--- config.mk ---
export PLATFORM = sky130hd
export DESIGN_NAME = ep_fifo_access_ctrl
export DESIGN_NICKNAME = d
export VERILOG_FILES = /design/src/rtl/efa_pkg.sv /design/src/rtl/efa_handshake.sv /design/src/rtl/efa_ep_status.sv /design/src/rtl/ep_fifo_access_ctrl.sv
export SDC_FILE = /design/constraint.sdc
export NUM_CORES = 1
export LEC_CHECK = 0
export BUFFER_PORTS_ARGS = -buffer_cell sky130_fd_sc_hd__clkbuf_2
export CORE_ASPECT_RATIO = 2
export CORE_MARGIN = 1
export CORE_UTILIZATION = 40
export DETAILED_ROUTE_END_ITERATION = 6
export PLACE_DENSITY = 0.62
export SYNTH_ARGS = -nofsm -noshare
export SYNTH_HDL_FRONTEND = slang
export SYNTH_SLANG_ARGS = --single-unit
--- constraint.sdc ---
create_clock -name clk -period 1.55 [get_ports clk]
set_input_delay 0.2325 -clock clk [delete_from_list [all_inputs] [get_ports clk]]
set_output_delay 0.2325 -clock clk [all_outputs]
set_load 0.05 [all_outputs]
--- src/rtl/efa_pkg.sv ---
package efa_pkg;
  localparam int BIT_REQ   = 0;
  localparam int BIT_DIR   = 1;
  localparam int BIT_CLR   = 2;
  localparam int BIT_SETUP = 3;
  localparam int BIT_READY = 4;
  localparam int BIT_ZLEN  = 5;

  typedef enum logic [1:0] {
    XFER_IDLE   = 2'd0,
    XFER_ACTIVE = 2'd1,
    XFER_DONE   = 2'd2
  } xfer_st_e;

  // saturating increment used by the byte counter
  function automatic int unsigned efa_sat_inc(input int unsigned cur, input int unsigned lim);
    return (cur >= lim) ? cur : cur + 1;
  endfunction
endpackage

--- src/rtl/efa_handshake.sv ---
module efa_handshake
  import efa_pkg::*;
#(
  parameter int EP_W  = 3,
  parameter int CNT_W = 7
) (
  input  logic             clk,
  input  logic             rst_n,
  input  logic             usb_rst,
  input  logic             wr_stb,
  input  logic             wr_req,
  input  logic             wr_dir,
  input  logic [EP_W-1:0]  ep_sel,
  input  logic             byte_stb,
  output logic             req_active,
  output logic             dir_q,
  output logic [EP_W-1:0]  xfer_ep,
  output logic             commit_wr,
  output logic             commit_rd,
  output logic [CNT_W-1:0] commit_cnt,
  output logic             rd_done_stb,
  output logic [EP_W-1:0]  rd_done_ep
);
  localparam int unsigned CNT_MAX = (1 << CNT_W) - 1;

  xfer_st_e         st_q;
  logic             mode_wr_q;
  logic [CNT_W-1:0] cnt_q;
  logic             commit_wr_q, commit_rd_q;
  logic [CNT_W-1:0] commit_cnt_q;

  // named transfer-end events
  logic grant_evt, end_wr_evt, end_rd_evt, drop_evt;
  assign grant_evt  = wr_stb && wr_req && (st_q == XFER_IDLE);
  assign end_wr_evt = wr_stb && (st_q == XFER_ACTIVE) && mode_wr_q && dir_q && !wr_dir;
  assign end_rd_evt = wr_stb && (st_q == XFER_ACTIVE) && !mode_wr_q && !dir_q && wr_dir;
  assign drop_evt   = wr_stb && !wr_req && (st_q != XFER_IDLE);

  always_ff @(posedge clk or negedge rst_n) begin
    if (!rst_n) begin
      st_q         <= XFER_IDLE;
      mode_wr_q    <= 1'b0;
      dir_q        <= 1'b0;
      xfer_ep      <= '0;
      cnt_q        <= '0;
      commit_wr_q  <= 1'b0;
      commit_rd_q  <= 1'b0;
      commit_cnt_q <= '0;
    end else if (usb_rst) begin
      st_q         <= XFER_IDLE;
      mode_wr_q    <= 1'b0;
      dir_q        <= 1'b0;
      xfer_ep      <= '0;
      cnt_q        <= '0;
      commit_wr_q  <= 1'b0;
      commit_rd_q  <= 1'b0;
      commit_cnt_q <= '0;
    end else begin
      commit_wr_q <= end_wr_evt;
      commit_rd_q <= end_rd_evt;
      if (end_wr_evt) commit_cnt_q <= cnt_q;
      if (wr_stb) dir_q <= wr_dir;
      if (grant_evt) begin
        st_q      <= XFER_ACTIVE;
        xfer_ep   <= ep_sel;
        mode_wr_q <= wr_dir;
        cnt_q     <= '0;
      end else if (st_q != XFER_IDLE) begin
        if (byte_stb) cnt_q <= CNT_W'(efa_sat_inc(32'(cnt_q), CNT_MAX));
        if (drop_evt) st_q <= XFER_IDLE;
        else if (end_wr_evt || end_rd_evt) st_q <= XFER_DONE;
      end
    end
  end

  assign req_active  = (st_q != XFER_IDLE);
  assign commit_wr   = commit_wr_q;
  assign commit_rd   = commit_rd_q;
  assign commit_cnt  = commit_cnt_q;
  assign rd_done_stb = end_rd_evt;
  assign rd_done_ep  = xfer_ep;

  AST_COMMIT_WR_SINGLE: assert property (@(posedge clk) disable iff (!rst_n)
    commit_wr |=> !commit_wr);
  AST_COMMIT_RD_IN_GRANT: assert property (@(posedge clk) disable iff (!rst_n)
    commit_rd |-> $past(req_active));
  AST_ONE_COMMIT_KIND: assert property (@(posedge clk) disable iff (!rst_n)
    $onehot0({commit_wr, commit_rd}));
  AST_EP_HELD: assert property (@(posedge clk) disable iff (!rst_n)
    (req_active && $past(req_active)) |-> $stable(xfer_ep));
endmodule

--- src/rtl/efa_ep_status.sv ---
module efa_ep_status #(
  parameter int EP_W = 3
) (
  input  logic                   clk,
  input  logic                   rst_n,
  input  logic                   usb_rst,
  input  logic [EP_W-1:0]        sie_ep,
  input  logic                   setup_stb,
  input  logic                   data_stb,
  input  logic                   zlp_stb,
  input  logic                   rd_done_stb,
  input  logic [EP_W-1:0]        rd_done_ep,
  input  logic                   clr_stb,
  input  logic [EP_W-1:0]        clr_ep,
  input  logic                   host_in_stb,
  input  logic [EP_W-1:0]        host_in_ep,
  output logic [(1<<EP_W)-1:0]   setup_vec,
  output logic [(1<<EP_W)-1:0]   zlen_vec,
  output logic                   force_tx_err
);
  localparam int NUM_EP = 1 << EP_W;

  logic [NUM_EP-1:0] setup_q, zlen_q, pend_q;
  logic              force_q;

  for (genvar e = 0; e < NUM_EP; e++) begin : g_ep
    logic hit_sie, hit_rd, hit_clr, hit_in;
    assign hit_sie = (sie_ep == EP_W'(e));
    assign hit_rd  = rd_done_stb && (rd_done_ep == EP_W'(e));
    assign hit_clr = clr_stb && (clr_ep == EP_W'(e));
    assign hit_in  = host_in_stb && (host_in_ep == EP_W'(e));

    always_ff @(posedge clk or negedge rst_n) begin
      if (!rst_n) begin
        setup_q[e] <= 1'b0;
        zlen_q[e]  <= 1'b0;
        pend_q[e]  <= 1'b0;
      end else if (usb_rst) begin
        setup_q[e] <= 1'b0;
        zlen_q[e]  <= 1'b0;
        pend_q[e]  <= 1'b0;
      end else begin
        if (hit_sie && setup_stb) setup_q[e] <= 1'b1;
        else if (hit_sie && (data_stb || zlp_stb)) setup_q[e] <= 1'b0;
        if (hit_sie && zlp_stb) zlen_q[e] <= 1'b1;
        else if (hit_rd) zlen_q[e] <= 1'b0;
        if (hit_clr) pend_q[e] <= 1'b1;
        else if (hit_in) pend_q[e] <= 1'b0;
      end
    end
  end

  always_ff @(posedge clk or negedge rst_n) begin
    if (!rst_n)       force_q <= 1'b0;
    else if (usb_rst) force_q <= 1'b0;
    else              force_q <= host_in_stb && pend_q[host_in_ep];
  end

  assign setup_vec    = setup_q;
  assign zlen_vec     = zlen_q;
  assign force_tx_err = force_q;

  AST_ZLEN_DROPS: assert property (@(posedge clk) disable iff (!rst_n)
    (rd_done_stb && !usb_rst && !(zlp_stb && sie_ep == rd_done_ep)) |=> !zlen_q[$past(rd_done_ep)]);
  AST_FORCE_ONCE: assert property (@(posedge clk) disable iff (!rst_n)
    (force_tx_err && !$past(clr_stb && (clr_ep == host_in_ep))) |-> !pend_q[$past(host_in_ep)]);
endmodule

--- src/rtl/ep_fifo_access_ctrl.sv ---
module ep_fifo_access_ctrl
  import efa_pkg::*;
#(
  parameter int EP_W  = 3,
  parameter int CNT_W = 7
) (
  input  logic                 clk,
  input  logic                 rst_n,
  input  logic                 usb_rst,
  input  logic                 cpu_wr,
  input  logic [7:0]           cpu_wdata,
  output logic [7:0]           cpu_rdata,
  input  logic [EP_W-1:0]      ep_sel,
  input  logic                 cpu_byte_stb,
  input  logic [EP_W-1:0]      sie_ep,
  input  logic                 sie_setup_stb,
  input  logic                 sie_data_stb,
  input  logic                 sie_zlp_stb,
  input  logic [(1<<EP_W)-1:0] sie_ready,
  input  logic                 host_in_stb,
  input  logic [EP_W-1:0]      host_in_ep,
  output logic                 fifo_req,
  output logic                 fifo_dir,
  output logic [EP_W-1:0]      fifo_ep,
  output logic                 commit_wr,
  output logic                 commit_rd,
  output logic [CNT_W-1:0]     commit_cnt,
  output logic                 fifo_clr,
  output logic [EP_W-1:0]      clr_ep,
  output logic                 force_tx_err
);
  localparam int NUM_EP = 1 << EP_W;

  logic              wr_req, wr_dir, wr_clr;
  logic              rd_done_stb;
  logic [EP_W-1:0]   rd_done_ep;
  logic [NUM_EP-1:0] setup_vec, zlen_vec;
  logic              clr_stb;
  logic              fifo_clr_q;
  logic [EP_W-1:0]   clr_ep_q;
  logic [4:0]        unused_wdata;

  assign wr_req       = cpu_wdata[BIT_REQ];
  assign wr_dir       = cpu_wdata[BIT_DIR];
  assign wr_clr       = cpu_wdata[BIT_CLR];
  assign unused_wdata = cpu_wdata[7:3];
  assign clr_stb      = cpu_wr && wr_clr;

  efa_handshake #(.EP_W(EP_W), .CNT_W(CNT_W)) i_hs (
    .clk(clk), .rst_n(rst_n), .usb_rst(usb_rst),
    .wr_stb(cpu_wr), .wr_req(wr_req), .wr_dir(wr_dir),
    .ep_sel(ep_sel), .byte_stb(cpu_byte_stb),
    .req_active(fifo_req), .dir_q(fifo_dir), .xfer_ep(fifo_ep),
    .commit_wr(commit_wr), .commit_rd(commit_rd), .commit_cnt(commit_cnt),
    .rd_done_stb(rd_done_stb), .rd_done_ep(rd_done_ep)
  );

  efa_ep_status #(.EP_W(EP_W)) i_st (
    .clk(clk), .rst_n(rst_n), .usb_rst(usb_rst),
    .sie_ep(sie_ep), .setup_stb(sie_setup_stb), .data_stb(sie_data_stb),
    .zlp_stb(sie_zlp_stb), .rd_done_stb(rd_done_stb), .rd_done_ep(rd_done_ep),
    .clr_stb(clr_stb), .clr_ep(ep_sel),
    .host_in_stb(host_in_stb), .host_in_ep(host_in_ep),
    .setup_vec(setup_vec), .zlen_vec(zlen_vec), .force_tx_err(force_tx_err)
  );

  always_ff @(posedge clk or negedge rst_n) begin
    if (!rst_n) begin
      fifo_clr_q <= 1'b0;
      clr_ep_q   <= '0;
    end else if (usb_rst) begin
      fifo_clr_q <= 1'b0;
      clr_ep_q   <= '0;
    end else begin
      fifo_clr_q <= clr_stb;
      if (clr_stb) clr_ep_q <= ep_sel;
    end
  end

  assign fifo_clr = fifo_clr_q;
  assign clr_ep   = clr_ep_q;

  always_comb begin
    cpu_rdata            = '0;
    cpu_rdata[BIT_REQ]   = fifo_req;
    cpu_rdata[BIT_DIR]   = fifo_dir;
    cpu_rdata[BIT_SETUP] = setup_vec[ep_sel];
    cpu_rdata[BIT_READY] = sie_ready[ep_sel];
    cpu_rdata[BIT_ZLEN]  = zlen_vec[ep_sel];
  end

  AST_BUS_RESET_CLEARS: assert property (@(posedge clk) disable iff (!rst_n)
    $past(usb_rst) |-> (!fifo_req && !fifo_dir && !commit_wr && !commit_rd
                        && !fifo_clr && !force_tx_err && (setup_vec == '0) && (zlen_vec == '0)));
  AST_CLR_SINGLE: assert property (@(posedge clk) disable iff (!rst_n)
    (fifo_clr && !clr_stb) |=> !fifo_clr);
endmodule

==> results of run 1 <==
[cells by family (layout without fill, tap and decap cells)]
logic type,count (synthesis),count (layout),share of synthesized area
buffers and inverters,23,77,0.0473
and+or+nand+nor,101,101,0.184
muxes,26,26,0.140
xor gates and xnor gates,1,1,0.00328
adders and majority gates,1,1,0.00468
other,1,3,0.00140
DFF,52,52,0.487
AOI/OAI and AO/OA,57,57,0.132
[worst max path at each step]
stage                                 from                to  cells past startpoint
after global routing      i_st.zlen_vec[7]      cpu_rdata[5]                      3
after CTS                 i_st.zlen_vec[7]      cpu_rdata[5]                      3
after global placement           ep_sel[0]      cpu_rdata[5]                      4
final                     i_st.zlen_vec[3]      cpu_rdata[5]                      3
after floorplan                 i_hs.dir_q  i_st.zlen_vec[0]                      4
after detailed placement         ep_sel[0]      cpu_rdata[5]                      4
[worst min-delay path: cells and delay by family]
kind,cells,cell delay (ns)
buffers and inverters,1,0.10
AND/OR/NAND/NOR,1,0.08
AO/OA/AOI/OAI,1,0.06
[state kept, by name (all words and copies together), names as in the netlist]
name / count
i_st.pend_q: 8
i_st.setup_vec: 8
i_st.zlen_vec: 8
i_hs.cnt_q: 7
i_hs.commit_cnt: 7
clr_ep: 3
i_hs.rd_done_ep: 3
i_hs.st_q: 2
fifo_clr: 1
i_hs.commit_rd: 1
i_hs.commit_wr: 1
i_hs.dir_q: 1
i_hs.mode_wr_q: 1
i_st.force_tx_err: 1
[synthesized netlist by cell type, types with 2 or more instances]
master    instances  area share
o31ai_1           8       0.022
nand2b_1          4      0.0094
buf_4             7       0.020
mux2_2            3       0.013
mux4_2            5       0.042
nor2_1           33       0.046
nor3b_1           3      0.0084
inv_1             3      0.0042
a22oi_1           5       0.014
and3_1            2      0.0047
mux2i_1          15       0.056
dfrtp_1          52        0.49
o21ai_0          11       0.021
nand3_1          15       0.028
a211oi_1          3      0.0084
a21oi_1          21       0.039
nand4_1           6       0.014
buf_2             5      0.0094
mux4_1            3       0.029
buf_1             3      0.0042
nor3_1            2      0.0037
nor2b_1           9       0.021
a31oi_1           2      0.0047
a32oi_1           2      0.0066
clkbuf_1          4      0.0056
or2_2             2      0.0047
nand2_1          20       0.028
[power by group]
| part | switching, uW | internal, uW | total, uW | leakage (uW) |
|---|---|---|---|---|
| Clock | 481 | 645 | 1130 | 0.0000712 |
| Sequential | 26.9 | 1390 | 1420 | 0.000717 |
| Combinational | 291 | 171 | 462 | 0.000752 |
| Total | 799 | 2210 | 3010 | 0.00154 |
[stage by stage]
stage / hold WS [ns] / cells / utilization / TNS [ns]
3_3_place_gp: 0.110 / 394 / 0.477 / -0.595
4_1_cts: 0.216 / 403 / 0.513 / -0.606
6_report: 0.222 / 404 / 0.516 / -0.571
2_1_floorplan: -0.0631 / 264 / - / 0
3_5_place_dp: 0.111 / 394 / 0.477 / -0.676
5_1_grt: 0.246 / 404 / 0.516 / -0.660
[routing by layer]
layer | GRT usage | part of all wire | vias up
li1 | - | - | 1047
met1 | 0.231 | 0.38 | 1087
met2 | 0.344 | 0.56 | 54
met3 | 0.0374 | 0.032 | 13
met4 | 0.0901 | 0.026 | 0
met5 | 0 | 0 | -
[layout make-up]
cell class	instances	area, um^2	share of cell area
Sequential cell	52	1300	0.397
Inverter	3	11.3	0.00343
Clock buffer	8	146	0.0446
Multi-Input combinational cell	189	1260	0.384
Tap cell	86	108	0.0328
Timing Repair Buffer	66	455	0.139
[timing repair]
action / 4_1_cts / 5_1_grt
setup buffers: 0 / 1
resized for setup: 18 / 5
setup endpoints to repair: 5 / 8
hold endpoints to repair: 7 / 0
hold buffers: 1 / 0
==> flow_metrics.py, run 1 <==
metrics = {
    "logic_synthesis": {
        "seq_area_frac_synth": 0.487,
        "synth_edf_count": 0,
        "ys.flop_type": "dfrtp_1",
        "yosysWarnings": 0,
        "syn-cell-area_um2": 2670,
        "synth_cell_types": 41,
        "async_flop_share": 1.00,
        "ys_seq_elements": 52,
        "synthCells": 262,
        "syn_area_per_cell_um2": 10.2,
    },
    "floorplanning": {
        "die_area_um2": 7030,
        "coreArea_um2": 6360,
        "die_y_um": 118,
        "die_x_um": 59.8,
        "rows": 41,
        "initial_core_util": 0.420,
        "io_pins": 61,
    },
    "critical_path": {
        "cpLargestDelayFamily": "multiplexers",
        "critPathKind": "reg -> out",
        "reg2reg_to": "i_hs.cnt_q[3]",
        "cp.required_ns": 1.32,
        "crit_fanout": 2,
        "cp-start-kind": "flip-flop",
        "r2r_slack_ns": 0.11,
        "worst_r2r_path_depth": 4,
        "crit_path_cell_trace": "mux4_2 > mux2_4 > clkbuf_16",
        "end_kind": "output pin",
        "arrival_ns": 1.61,
        "cpMaxStageDelayCell": "mux4_2",
        "max_stage_delay_ns": 0.47,
        "path_buf_inv": 1,
        "rr_startpoint": "i_hs.st_q[0]",
    },
    "power": {
        "power_density_nw_per_um2": 916,
        "p_total_uw": 3010,
        "total_leakage_power_uw": 0.00154,
        "vdd_ir_drop_max_mv": 0.793,
    },
    "finish": {
        "drive_above_1_share": 0.274,
        "nFillCells": 626,
        "syn_to_final_growth_pct": 22.8,
        "finalInstanceArea_um2": 3280,
        "layout_commonest_cell": "dfrtp_1",
        "mostFrequentLayoutCells": "dfrtp_1 (52), clkbuf_2 (46), nor2_1 (33), a21oi_1 (21), nand2_1 (20)",
        "antennaDiodeCount": 0,
        "nets": 352,
    },
    "place": {
        "routabilityCongestion": 0.864,
        "portBuffers": 52,
        "dpl.hpwl_um": 4680,
        "place_ws_ns": -0.237,
        "place_area_um2": 3040,
    },
    "clock_tree": {
        "worstSkewPairLatency_ns": 0.29,
        "cts_buffers": 5,
        "clk_pin_slew_ns": 0.07,
        "cts_buffer_depth": 2,
        "cts_tree": "yes",
        "cts_max_level": 2,
        "clkSinkCount": 52,
        "root_buffer": "clkbuf_16",
    },
    "drt": {
        "viasPerCell": 5.45,
        "wl_per_cell_um": 15.7,
        "ant_nets": 0,
        "drt-initial-drc-count": 105,
        "drtPass1Iterations": 5,
        "wl_um": 6330,
        "vias": 2201,
        "route.detailed.drc": 0,
    },
    "timing": {
        "timing.final.crit_share": 1.19,
        "period_needed_ns": 1.84,
        "finalSetupViolCount": 2,
        "rsz0062_at_grt": "yes",
        "hold_viol": 0,
        "fmax_ghz": 0.542,
        "setup_slack_ns": -0.293,
        "slew_viol_final": 0,
        "skew_ns": 0.00214,
    },
    "grt": {
        "antenna_found_initial": 0,
        "grt_pass1_vias": 2280,
        "grt_first_pass_wirelength_um": 10700,
        "grt-ovfl-total": 0,
        "grtUsageTotal": 0.201,
        "grt_start_max_net_pins": 46,
    },
    "run_status": {
        "violations": "setup timing",
        "outcome": "finished, violations left",
    },
    "worst_hold_path": {
        "min_from": "cpu_wdata[2]",
        "hold_path_depth": 3,
        "hold_class": "in -> reg",
        "hold_end": "clr_ep[1]",
    },
    "job": {
        "cap_violations": 0,
    },
}
(Power assumes the default switching activity.)
==> run 2, diff against run 1 <==
Settings changed: CORE_ASPECT_RATIO 2 to not set.
==> flow_metrics.py, run 2 (same netlist as run 1, synthesis figures left out) <==
metrics = {
    "run_status": {
        "outcome": "finished, violations left",
        "violations": "setup timing",
    },
    "clock_tree": {
        "worstSkewPairLatency_ns": 0.31,
        "root_buffer": "clkbuf_8",
        "clkSinkCount": 52,
        "cts_max_level": 2,
        "cts_tree": "yes",
        "clk_pin_slew_ns": 0.11,
        "cts_buffers": 5,
        "cts_buffer_depth": 2,
    },
    "critical_path": {
        "crit_path_cell_trace": "mux4_2 > mux2_4 > clkbuf_16",
        "critPathKind": "reg -> out",
        "path_buf_inv": 1,
        "max_stage_delay_ns": 0.45,
        "end_kind": "output pin",
        "crit_fanout": 2,
        "cp-start-kind": "flip-flop",
        "worstSetupStartpoint": "i_st.setup_vec[2]",
        "rr_startpoint": "i_hs.st_q[1]",
        "cpLargestDelayFamily": "multiplexers",
        "cp.required_ns": 1.32,
        "arrival_ns": 1.63,
        "cpMaxStageDelayCell": "mux4_2",
    },
    "timing": {
        "rsz0062_at_grt": "yes",
        "period_needed_ns": 1.87,
        "hold_viol": 0,
        "fmax_ghz": 0.536,
        "skew_ns": 0.0164,
        "setup_slack_ns": -0.317,
        "timing.final.crit_share": 1.20,
        "slew_viol_final": 0,
        "fin_hold_ws_ns": 0.188,
        "finalSetupViolCount": 2,
    },
    "floorplanning": {
        "die_area_um2": 7010,
        "coreArea_um2": 6390,
        "initial_core_util": 0.418,
        "die_y_um": 83.7,
        "die_x_um": 83.7,
        "io_pins": 61,
        "rows": 29,
    },
    "drt": {
        "route.detailed.drc": 0,
        "ant_nets": 0,
        "drt-initial-drc-count": 127,
        "drtPass1Iterations": 4,
        "vias": 2171,
        "viasPerCell": 5.45,
        "wl_per_cell_um": 15.0,
        "wl_um": 5980,
    },
    "grt": {
        "antenna_found_initial": 0,
        "met2_usage": 0.268,
        "grt_pass1_vias": 2059,
        "grt-ovfl-total": 0,
        "grtUsageMet3": 0.0317,
        "grtUsageTotal": 0.180,
        "grt_start_max_net_pins": 53,
        "grt_first_pass_wirelength_um": 10100,
        "met1_usage": 0.265,
        "top_usage_layer": "met2",
    },
    "power": {
        "net-switching-power_uw": 796,
        "pwr-share-seq": 0.526,
        "vdd_ir_drop_max_mv": 0.411,
        "p_total_uw": 2690,
        "total_leakage_power_uw": 0.00153,
        "switching_share": 0.296,
        "comb_power_share": 0.176,
        "clkPwrFrac": 0.298,
        "power_density_nw_per_um2": 826,
        "internal_power_uw": 1890,
    },
    "job": {
        "cap_violations": 0,
    },
    "worst_hold_path": {
        "min_from": "cpu_wdata[2]",
        "hold_class": "in -> reg",
    },
    "finish": {
        "layout_commonest_cell": "dfrtp_1",
        "nets": 355,
        "syn_to_final_growth_pct": 21.8,
        "drive_above_1_share": 0.290,
        "mostFrequentLayoutCells": "dfrtp_1 (52), clkbuf_2 (46), nor2_1 (33), a21oi_1 (21), nand2_1 (20)",
        "antennaDiodeCount": 0,
        "final_core_util": 0.510,
    },
    "place": {
        "dpl.hpwl_um": 4080,
        "portBuffers": 52,
        "routabilityCongestion": 0.819,
    },
}
-- run 2: cell count changes in the layout (fill, tap and decap cells not counted) --
cell | before | now
or2_4 | 0 | 1
clkinvlp_4 | 0 | 1
o31ai_2 | 1 | 2
clkinv_4 | 0 | 1
buf_4 | 14 | 15
or2_2 | 2 | 1
and3b_1 | 1 | 0
clkbuf_8 | 1 | 7
clkbuf_16 | 8 | 3
o31ai_1 | 7 | 6
clkbuf_1 | 2 | 1
and3b_2 | 0 | 1
-- run 2: metal layers --
layer  vias to the layer above  part of all wire
li1                       1052                 -
met1                      1065              0.48
met2                        49              0.47
met3                         5             0.037
met4                         0             0.010
met5                         -                 0
-- run 2: path summary, 6_finish.rpt --
path                                       to  slack [ns]  cells past startpoint
max in group asynchronous  i_hs.commit_cnt[6]        0.86                      3
max reg2reg                i_hs.commit_cnt[6]        0.09                      5
min in group asynchronous           clr_ep[1]        0.43                      3
min                                 clr_ep[0]        0.19                      3
min reg2reg                    i_st.pend_q[7]        0.53                      2
max                              cpu_rdata[3]       -0.32                      3
-- run 2: final cells by class --
class | count | area (um^2)
clock inverters | 2 | 16.3
repair buffers | 69 | 490
multi-input cells | 189 | 1270
well taps | 77 | 96.3
clock buffers | 6 | 72.6
flip-flops and latches | 52 | 1300
inverters | 3 | 11.3
fillers | 605 | 3130
-- run 2: repair_timing --
action,in CTS,in global routing
gates cloned,0,0
buffers inserted,0,2
setup endpoints to repair,5,14
resized for setup,20,6
hold buffers,1,0
hold endpoints to repair,52,0
-- run 2: power by group through the flow --
stage                     registers [uW]  logic, uW  clock network, uW
final                               1420        474                801
after global placement              1440        427                  0
after floorplan                     1470        254                  0
after detailed placement            1440        430                  0
after CTS                           1410        468                825
after global routing                1420        514                862
-- run 2: worst register-to-register path: stages, from the launching register on --
cell,delay (ns)
dfrtp_1,0.43
and3b_2,0.28
nand4b_1,0.17
buf_4,0.23
mux2i_1,0.16
nor2_1,0.05
-- run 2: through the flow --
stage / setup slack (ns) / instance area [um^2] / instances / TNS, ns
after global routing: -0.365 / 3260 / 398 / -0.773
after floorplan: 0.0304 / 2680 / 264 / 0
after detailed placement: -0.249 / 3040 / 387 / -0.727
final: -0.317 / 3260 / 398 / -0.626
after CTS: -0.323 / 3220 / 396 / -0.641
after global placement: -0.244 / 3040 / 387 / -0.694
==> run 3, diff against run 2 <==
Settings changed: ABC_AREA set to 1, CORE_MARGIN 1 to not set.
==> flow_metrics.py, run 3 <==
metrics = {
    "logic_synthesis": {
        "syn-cell-area_um2": 2840,
        "seq_area_frac_synth": 0.458,
        "ys.flop_type": "dfrtp_1",
        "synth_edf_count": 0,
        "synth_most_common_cell": "nand2_1",
        "synthCells": 391,
        "async_flop_share": 1.00,
        "yosysTopAreaCellShare": 0.458,
        "synth_cell_types": 26,
        "yosysWarnings": 0,
        "synth_largest_area_cell": "dfrtp_1",
        "ys_seq_elements": 52,
        "netlist_top_cells_count": "nand2_1 (141), dfrtp_1 (52), inv_1 (39), nand3_1 (29), nor2_1 (29)",
        "netlist_top_cells_area": "dfrtp_1 (46%), nand2_1 (19%), inv_1 (5.2%)",
        "syn_area_per_cell_um2": 7.26,
    },
    "grt": {
        "grt-ovfl-total": 0,
        "antenna_found_initial": 0,
        "grt_pass1_vias": 2370,
        "grtUsageTotal": 0.190,
        "grt_first_pass_wirelength_um": 11200,
        "grt_start_max_net_pins": 53,
    },
    "clock_tree": {
        "cts_setup_buffers": 0,
        "root_buffer": "clkbuf_8",
        "cts_max_level": 2,
        "cts_tree": "yes",
        "worstSkewPairLatency_ns": 0.31,
        "clkSinkCount": 52,
        "cts_buffer_depth": 2,
        "clk_pin_slew_ns": 0.11,
        "cts_buffers": 5,
    },
    "place": {
        "dpl.hpwl_um": 4850,
        "placedCellCount": 535,
        "portBuffers": 52,
        "place_area_um2": 3250,
        "routabilityCongestion": 0.860,
    },
    "finish": {
        "layout_commonest_cell": "nand2_1",
        "nets": 482,
        "nFillCells": 700,
        "multiInputGateArea_um2": 1310,
        "ff_latch_area_um2": 1300,
        "stdcell_count": 544,
        "finalInstanceArea_um2": 3390,
        "drive_above_1_share": 0.188,
        "syn_to_final_growth_pct": 19.3,
        "mostFrequentLayoutCells": "nand2_1 (141), dfrtp_1 (52), clkbuf_2 (50), inv_1 (39)",
        "final_core_util": 0.496,
        "antennaDiodeCount": 0,
    },
    "floorplanning": {
        "die_area_um2": 7440,
        "die_y_um": 86.3,
        "io_pins": 61,
        "coreArea_um2": 6830,
        "rows": 30,
        "die_x_um": 86.3,
        "initial_core_util": 0.416,
    },
    "drt": {
        "vias": 2661,
        "viasPerCell": 4.89,
        "drtPass1Iterations": 4,
        "route.detailed.drc": 0,
        "drt-initial-drc-count": 119,
        "ant_nets": 0,
        "wl_um": 6680,
        "wl_per_cell_um": 12.3,
    },
    "power": {
        "total_leakage_power_uw": 0.00173,
        "comb_power_share": 0.172,
        "internal_power_uw": 2080,
        "pwr-share-seq": 0.489,
        "vdd_ir_drop_max_mv": 0.574,
        "switching_share": 0.294,
        "net-switching-power_uw": 867,
        "clkPwrFrac": 0.340,
        "power_density_nw_per_um2": 869,
        "p_total_uw": 2950,
    },
    "critical_path": {
        "end_kind": "output pin",
        "rr_startpoint": "i_hs.cnt_q[0]",
        "arrival_ns": 1.24,
        "crit_fanout": 4,
        "cp-start-kind": "flip-flop",
        "worstSetupStartpoint": "i_hs.st_q[0]",
        "cp.required_ns": 1.32,
        "critPathKind": "reg -> out",
    },
    "timing": {
        "fmax_ghz": 0.677,
        "finalSetupViolCount": 0,
        "max_slew_margin": 0.635,
        "tightest_slew_ns": 0.545,
        "hold_viol": 0,
        "rsz0062_at_grt": "no",
        "skew_ns": 0.0123,
        "period_needed_ns": 1.48,
        "timing.final.crit_share": 0.953,
        "tns_ns": 0,
        "slew_viol_final": 0,
    },
    "worst_hold_path": {
        "hold_class": "in -> reg",
        "min_from": "host_in_ep[2]",
    },
    "run_status": {
        "outcome": "completed",
    },
    "job": {
        "cap_violations": 0,
    },
}
-- run 3: changes by cell type in the layout (fill, tap and decap cells not counted), sizes merged, moves of 9 or more --
cell | previous run | this run
inv | 3 | 41
nor2b | 9 | 0
mux2i | 15 | 0
nand2 | 20 | 143
nand4 | 6 | 18
nand3 | 15 | 32
-- run 3: logic make-up after synthesis --
logic type      share of synthesized area
other cells                       0.00132
compound gates                     0.0811
simple gates                        0.371
flops                               0.458
buf+inv                            0.0837
fa+ha+maj                         0.00440
-- run 3: power groups by stage --
stage,combinational [uW],clock (uW),sequential [uW]
finish,506,1000,1440
global route,563,1060,1450
CTS,508,1030,1440
detailed placement,504,0,1470
global placement,499,0,1460
floorplan,299,0,1500
-- run 3: critical path, cell delays in order (launching register included) --
cell	delay [ns]
dfrtp_1	0.44
nor2_4	0.19
inv_2	0.08
clkbuf_2	0.24
-- run 3: what timing repair did --
item,in CTS,in global routing
gates resized for setup,0,1
hold buffers,1,0
endpoints found under the setup margin,0,3
endpoints found under the hold margin,52,0
-- run 3: area by class of cell --
type / instances / share of cell area
clock buffers: 6 / 0.0244
inverters: 41 / 0.0454
clock inverters: 2 / 0.0114
well taps: 96 / 0.0355
multi-input cells: 285 / 0.387
flip-flops and latches: 52 / 0.384
repair buffers: 62 / 0.112
-- run 3: stage by stage --
stage | hold WS, ns | setup WS [ns]
global placement | 0.256 | 0.116
detailed placement | 0.256 | 0.106
CTS | 0.195 | 0.0566
floorplan | -0.0631 | 0.184
finish | 0.192 | 0.0725
global route | 0.229 | 0.00361
-- run 3: metal layers --
metal,wire [um],vias up,global-route usage,part of all wire
met4,79,0,0.0591,0.012
met1,3410,1229,0.285,0.51
met3,285,6,0.0238,0.043
met5,0,-,0,0
met2,2910,62,0.286,0.44
li1,-,1364,-,-
-- run 3: path summary, 6_finish.rpt --
check	cells after the start	slack, ns	endpoint
worst max-delay path	3	0.07	cpu_rdata[0]
worst min-delay path	3	0.19	i_st.force_tx_err
worst max register to register	6	0.18	i_hs.cnt_q[3]
worst min register to register	2	0.49	i_hs.commit_cnt[1]
max in group asynchronous	3	0.85	i_st.setup_vec[0]
min in group asynchronous	3	0.45	i_st.pend_q[3]
